## src/rtl/acg_pkg.sv

```systemverilog
`timescale 1ns/1ps
package acg_pkg;
    typedef enum logic [1:0] {
        S_HIGH  = 2'd0,
        S_LOW   = 2'd1,
        S_ARM   = 2'd2,
        S_FORCE = 2'd3
    } acg_state_e;
endpackage

```

## src/rtl/acg_pulse_sync.sv

```systemverilog
`timescale 1ns/1ps
module acg_pulse_sync #(
    parameter int STAGES = 2
) (
    input  logic clk,
    input  logic rst_n,
    input  logic pulse_async,
    output logic pulse_edge
);
    logic [STAGES:0] sr_d, sr_q;

    always_comb begin
        sr_d = {sr_q[STAGES-1:0], pulse_async};
    end

    always_ff @(posedge clk or negedge rst_n) begin
        if (!rst_n) sr_q <= '0;
        else        sr_q <= sr_d;
    end

    assign pulse_edge = sr_q[STAGES-1] & ~sr_q[STAGES];
endmodule

```

## src/rtl/acg_code_sel.sv

```systemverilog
`timescale 1ns/1ps
module acg_code_sel #(
    parameter int NUM_MODES = 4,
    parameter int CODE_W    = 7,
    parameter int CODE_MIN  = 4,
    parameter int CODE_MAX  = 124,
    localparam int MODE_W   = (NUM_MODES > 1) ? $clog2(NUM_MODES) : 1
) (
    input  logic [NUM_MODES*CODE_W-1:0] cfg,
    input  logic [MODE_W-1:0]           mode,
    output logic [CODE_W-1:0]           code
);
    logic [CODE_W-1:0] clamped [NUM_MODES];

    for (genvar g = 0; g < NUM_MODES; g++) begin : g_mode
        logic [CODE_W-1:0] field;
        assign field = cfg[g*CODE_W +: CODE_W];
        always_comb begin
            if (field < CODE_W'(CODE_MIN))      clamped[g] = CODE_W'(CODE_MIN);
            else if (field > CODE_W'(CODE_MAX)) clamped[g] = CODE_W'(CODE_MAX);
            else                                clamped[g] = field;
        end
    end

    always_comb begin
        code = clamped[0];
        for (int m = 1; m < NUM_MODES; m++) begin
            if (mode == MODE_W'(m)) code = clamped[m];
        end
    end
endmodule

```

## src/rtl/acg_watchdog.sv

```systemverilog
`timescale 1ns/1ps
module acg_watchdog #(
    parameter int WD_W = 16
) (
    input  logic            clk,
    input  logic            rst_n,
    input  logic            clear,
    input  logic            armed,
    input  logic [WD_W-1:0] limit,
    output logic            timeout
);
    logic [WD_W-1:0] cnt_d, cnt_q;

    always_comb begin
        cnt_d = cnt_q;
        if (clear)               cnt_d = '0;
        else if (cnt_q != '1)    cnt_d = cnt_q + 1'b1;
    end

    always_ff @(posedge clk or negedge rst_n) begin
        if (!rst_n) cnt_q <= '0;
        else        cnt_q <= cnt_d;
    end

    assign timeout = armed && (limit != '0) && (cnt_q >= limit);
endmodule

```

## src/rtl/acg_clk_gen.sv

```systemverilog
`timescale 1ns/1ps
module acg_clk_gen #(
    parameter int NUM_PHASES  = 16,
    parameter int NUM_MODES   = 4,
    parameter int CODE_W      = 7,
    parameter int CODE_MIN    = 4,
    parameter int CODE_MAX    = 124,
    parameter int WD_W        = 16,
    parameter int SYNC_STAGES = 2,
    localparam int PH_W       = $clog2(NUM_PHASES),
    localparam int MODE_W     = (NUM_MODES > 1) ? $clog2(NUM_MODES) : 1,
    localparam int CFG_W      = NUM_MODES * CODE_W
) (
    input  logic              clk_fast,
    input  logic              rst_n,
    input  logic              rep_hi_pulse,
    input  logic              rep_lo_pulse,
    input  logic [PH_W-1:0]   ref_phase,
    input  logic [MODE_W-1:0] mode_sel,
    input  logic [CFG_W-1:0]  hi_delay_cfg,
    input  logic [CFG_W-1:0]  lo_delay_cfg,
    input  logic [WD_W-1:0]   wd_limit,
    output logic              clk_adapt,
    output logic [CODE_W-1:0] hi_delay_code,
    output logic [CODE_W-1:0] lo_delay_code,
    output logic              wd_error
);
    import acg_pkg::*;

    typedef struct packed {
        acg_state_e        state;
        logic              clk;
        logic              err;
        logic [PH_W-1:0]   sel;
        logic [CODE_W-1:0] hi_code;
        logic [CODE_W-1:0] lo_code;
    } acg_regs_t;

    acg_regs_t r_d, r_q;

    logic hi_edge, lo_edge, timeout, rise_now;
    logic [CODE_W-1:0] hi_pick, lo_pick;

    acg_pulse_sync #(.STAGES(SYNC_STAGES)) u_sync_hi (
        .clk(clk_fast), .rst_n(rst_n), .pulse_async(rep_hi_pulse), .pulse_edge(hi_edge)
    );
    acg_pulse_sync #(.STAGES(SYNC_STAGES)) u_sync_lo (
        .clk(clk_fast), .rst_n(rst_n), .pulse_async(rep_lo_pulse), .pulse_edge(lo_edge)
    );

    acg_code_sel #(.NUM_MODES(NUM_MODES), .CODE_W(CODE_W), .CODE_MIN(CODE_MIN), .CODE_MAX(CODE_MAX))
        u_sel_hi (.cfg(hi_delay_cfg), .mode(mode_sel), .code(hi_pick));
    acg_code_sel #(.NUM_MODES(NUM_MODES), .CODE_W(CODE_W), .CODE_MIN(CODE_MIN), .CODE_MAX(CODE_MAX))
        u_sel_lo (.cfg(lo_delay_cfg), .mode(mode_sel), .code(lo_pick));

    acg_watchdog #(.WD_W(WD_W)) u_wd (
        .clk(clk_fast), .rst_n(rst_n), .clear(rise_now),
        .armed(r_q.state != S_FORCE), .limit(wd_limit), .timeout(timeout)
    );

    always_comb begin
        r_d = r_q;
        if (timeout) begin
            r_d.state = S_FORCE;
            r_d.clk   = 1'b0;
            r_d.err   = 1'b1;
            if (r_q.clk) begin
                r_d.hi_code = hi_pick;
                r_d.lo_code = lo_pick;
            end
        end else begin
            case (r_q.state)
                S_HIGH: begin
                    if (hi_edge) begin
                        r_d.state   = S_LOW;
                        r_d.clk     = 1'b0;
                        r_d.hi_code = hi_pick;
                        r_d.lo_code = lo_pick;
                    end
                end
                S_LOW: begin
                    if (lo_edge) begin
                        r_d.state = S_ARM;
                        r_d.sel   = (ref_phase == PH_W'(NUM_PHASES - 1)) ? '0 : ref_phase + 1'b1;
                    end
                end
                S_ARM: begin
                    if (ref_phase == r_q.sel) begin
                        r_d.state = S_HIGH;
                        r_d.clk   = 1'b1;
                    end
                end
                default: begin
                    r_d.state = S_HIGH;
                    r_d.clk   = 1'b1;
                end
            endcase
        end
    end

    assign rise_now = r_d.clk & ~r_q.clk;

    always_ff @(posedge clk_fast or negedge rst_n) begin
        if (!rst_n) begin
            r_q.state   <= S_LOW;
            r_q.clk     <= 1'b0;
            r_q.err     <= 1'b0;
            r_q.sel     <= '0;
            r_q.hi_code <= CODE_W'(CODE_MAX);
            r_q.lo_code <= CODE_W'(CODE_MAX);
        end else begin
            r_q <= r_d;
        end
    end

    assign clk_adapt     = r_q.clk;
    assign hi_delay_code = r_q.hi_code;
    assign lo_delay_code = r_q.lo_code;
    assign wd_error      = r_q.err;

    assert_fall_cause_R2: assert property (@(posedge clk_fast) disable iff (!rst_n)
        $fell(r_q.clk) |-> ($past(hi_edge) || $past(timeout)));
    assert_rise_on_phase_R3: assert property (@(posedge clk_fast) disable iff (!rst_n)
        ($rose(r_q.clk) && $past(r_q.state) == S_ARM) |-> ($past(ref_phase) == $past(r_q.sel)));
    assert_code_hold_R5: assert property (@(posedge clk_fast) disable iff (!rst_n)
        (!$stable(r_q.hi_code) || !$stable(r_q.lo_code)) |-> $fell(r_q.clk));
    assert_code_range_R6: assert property (@(posedge clk_fast) disable iff (!rst_n)
        (hi_delay_code >= CODE_W'(CODE_MIN)) && (hi_delay_code <= CODE_W'(CODE_MAX)) &&
        (lo_delay_code >= CODE_W'(CODE_MIN)) && (lo_delay_code <= CODE_W'(CODE_MAX)));
    assert_forced_rise_R7: assert property (@(posedge clk_fast) disable iff (!rst_n)
        $past(timeout) |-> (!r_q.clk && r_q.err));
    assert_err_sticky_R8: assert property (@(posedge clk_fast) disable iff (!rst_n)
        r_q.err |=> r_q.err);
endmodule

```

## config.mk

```make
export PLATFORM = sky130hd
export DESIGN_NAME = acg_clk_gen
export DESIGN_NICKNAME = d
export VERILOG_FILES = /design/src/rtl/acg_pkg.sv /design/src/rtl/acg_pulse_sync.sv /design/src/rtl/acg_code_sel.sv /design/src/rtl/acg_watchdog.sv /design/src/rtl/acg_clk_gen.sv
export SDC_FILE = /design/constraint.sdc
export NUM_CORES = 1
export LEC_CHECK = 0
export ABC_AREA = 1
export CORE_UTILIZATION = 53
export DETAILED_ROUTE_END_ITERATION = 10
export PLACE_DENSITY = 0.95
export SYNTH_ARGS = -nofsm -noshare
export SYNTH_HDL_FRONTEND = slang
export SYNTH_SLANG_ARGS = --single-unit
```

## constraint.sdc

```tcl
create_clock -name clk_fast -period 3.32 [get_ports clk_fast]
set_input_delay 0.332 -clock clk_fast [delete_from_list [all_inputs] [get_ports clk_fast]]
set_output_delay 0.332 -clock clk_fast [all_outputs]
set_load 0.1 [all_outputs]
```

==> results by group <==
Worst setup path
  – R2R Setup Slk: ~1100 ps
  – CP startpoint: lo_delay_code[6]$_DFFE_PN1P_
  – CP Capture Type: output pin
  – Cell Chain, Critical Path: clkdlybuf4s50_1
  – CP Max Fanout: 2
  – Buf/Inv on CP: 1
  – CP max stage cell: clkdlybuf4s50_1
  – Arr. time, crit path: 1990 ps
  – CP Class: reg -> out
  – CP top delay family: buffers and inverters
  – CP max stage delay: 1160 ps
  – Worst R2R Start: u_wd.cnt_q[3]$_DFFE_PN0P_
  – Required time of the critical path: 2990 ps
  – CP Launch Type: flip-flop

Routing
  – First DRT Iteration DRCs: 196
  – DRT met1 WL: 3420 µm
  – Vias per inst: 5.33
  – Detailed Routing Iterations Pass 1: 7
  – Wire per inst: 12.3 µm
  – Total Routed Length: 8650 µm
  – Drc violations: 12
  – Met3 WL: 563 µm
  – WL met2: roughly 4400 µm
  – Top layer in use: met4
  – Via count: between 3000 and 4000
  – Final ANT Viol Nets: 0

Cells and area
  – Filler cell count in the final layout: 506
  – Fin area: 4560 µm²
  – Final Net Count: approximately 730
  – Layout overhead on the synthesized area: 27.5%
  – Layout cell share with drive strength beyond 1: 0.0895
  – Seq. cell area: 1110 µm²
  – Area of the multi-input gates: 1990 µm²
  – Antenna Diode Count: 0

STA
  – Setup TNS: 0 ps
  – Tcrit/Tclk final: 0.701
  – Hold Slack: between 150 and 200 ps
  – Min cycle time layout: 2330 ps
  – Final setup vio count: 0
  – Final Hold Vio Count: 0
  – Slew headroom: 0.318
  – Clock Skew: 2.04 ps
  – Max Clk Rate: 430 MHz
  – Slew Viols, Final: 0
  – RSZ-0062 raised after global routing: false
  – Slew @ Worst Pin: 1020 ps

Logic synthesis
  – Most frequent cell after synthesis: nand2_1
  – Post-synth top cells: nand2_1 (156), nor2_1 (71), inv_1 (56)
  – Synth warnings: 0
  – Post-Syn Instances: 544
  – Synth area leader: dfrtp_1
  – Dominant cells by area after synthesis: dfrtp_1 (23%), nand2_1 (16%), dfstp_2 (8.1%), nor2_1 (7.5%), ha_1 (6.3%)
  – Async S/R FF share, synth: 1.00
  – Synthesized area: about 3600 µm²
  – Seq/Total Area, Yosys: 0.312
  – Yosys top cell area share: 0.231
  – Syn Area/Cell: between 6 and 7 µm²
  – Primary FF master, synth: dfrtp_1
  – Syn nets: 644
  – Synthesis-stage register bit count: 44
  – Post-synth EDFFs: 0
  – Synth unique cells: 37

Floorplanning
  – Die ar.: between 7000 and 8000 µm²
  – Rows: 29
  – Chip height: 84.1 µm
  – Core ar.: ~6400 µm²
  – Total I/O pin count: 98
  – Starting Density: 0.556
  – Chip width: about 84 µm

Global routing
  – Initial antenna violation count: 0
  – Largest net degree at the start of global routing: 45
  – Global Route Usage Sum: 0.260
  – First-pass GRT wire length: ~15000 µm
  – Global route overflow: 0
  – Vias in the first global route: between 3000 and 4000

Status
  – Outcome: complete, but fails checks
  – Failing checks: DRC

Place
  – Post-DP HPWL: ~7100 µm
  – IO Port Bufs: 97
  – Routability congestion estimate from global placement: approximately 0.9
  – Placement-stage cell area: 4470 µm²

Clocking
  – Num CTS Buffers: 5
  – # resized after CTS: 0
  – CTS root buffer: clkbuf_8
  – CTS Sinks: 44
  – CTS max path bufs: 2
  – Postcts setup bufs: 0
  – H-tree depth: 2
  – Clk slew on worst S/H paths: 70 ps
  – Cts hold-fix bufs: 0
  – Clk_lat worst skew: 300 ps
  – TritonCTS clock tree: built

Power
  – VDD IR max: ~0.57 mV
  – Power Dens Cells: ~600 nW/µm²
  – Leak: approximately 0.0023 µW

Flow run
  – Max cap viols: 0

Min path
  – HP Class: in -> async
-- final timing paths --
path,endpoint,cells after the start
setup / recovery,lo_delay_code[6],1
hold / removal,u_wd.cnt_q[14]$_DFFE_PN0P_,1
setup reg to reg,lo_delay_code[4]$_DFFE_PN1P_,13
hold reg to reg,u_sync_lo.sr_q[1]$_DFF_PN0_,0
max in group asynchronous,u_wd.cnt_q[0]$_DFFE_PN0P_,1
min in group clk_fast,u_sync_lo.sr_q[1]$_DFF_PN0_,0
-- flip-flops by register name, summed over array words and instances (netlist names) --
name            cells
u_sync_hi.sr_q      3
r_q                 6
lo_delay_code       7
u_wd.cnt_q         16
clk_adapt           1
hi_delay_code       7
u_sync_lo.sr_q      3
wd_error            1
-- metrics by stage --
step / power (µW) / utilization / std cells / setup slack (ps)
after floorplan: 2070 / - / 544 / 1480
after global placement: 2320 / 0.695 / 695 / 866
after detailed placement: 2380 / 0.695 / 695 / 778
after CTS: 2720 / 0.709 / 703 / 989
after global routing: 2860 / 0.709 / 703 / 798
final: 2710 / 0.709 / 703 / 994
-- routing by layer --
layer	GRT usage	up-vias
li1	-	1902
met1	0.295	1689
met2	0.484	138
met3	0.0435	16
met4	0.105	0
met5	0	-
-- power by group --
group / switching [µW] / total [µW] / internal [µW]
registers: 129 / 866 / 737
clock network: 168 / 337 / 170
logic: 1080 / 1510 / 425
total: 1380 / 2710 / 1330
-- cells in the final DEF, fill, tap and decap left out, types with 8 or more instances in the layout --
master,count
a21oi_1,20
clkdlybuf4s50_1,95
dfrtp_1,33
dfstp_2,11
ha_1,18
inv_1,56
inv_2,22
nand2_1,156
nand3_1,39
nand4_1,21
nor2_1,71
nor3_1,8
o21ai_0,15
o21ai_1,12
-- cells by family (layout without fill, tap and decap cells) --
| group | Yosys count | after routing | share of synthesized area |
|---|---|---|---|
| AND/OR/NAND/NOR | 310 | 310 | 0.378 |
| buffers and inverters | 104 | 186 | 0.132 |
| AO/OA/AOI/OAI | 58 | 58 | 0.0893 |
| flip-flops | 44 | 44 | 0.312 |
| adder cells (fa/ha/maj) | 18 | 18 | 0.0630 |
| XOR/XNOR | 8 | 8 | 0.0196 |
| multiplexers | 2 | 2 | 0.00595 |
-- cell type report --
type                    count  area share
repair buffers             97       0.211
inverters                  81      0.0667
well taps                  77      0.0211
flip-flops and latches     44       0.245
clock buffers               8      0.0198
multi-input cells         396       0.436
Power figures use the tool's default switching activity.
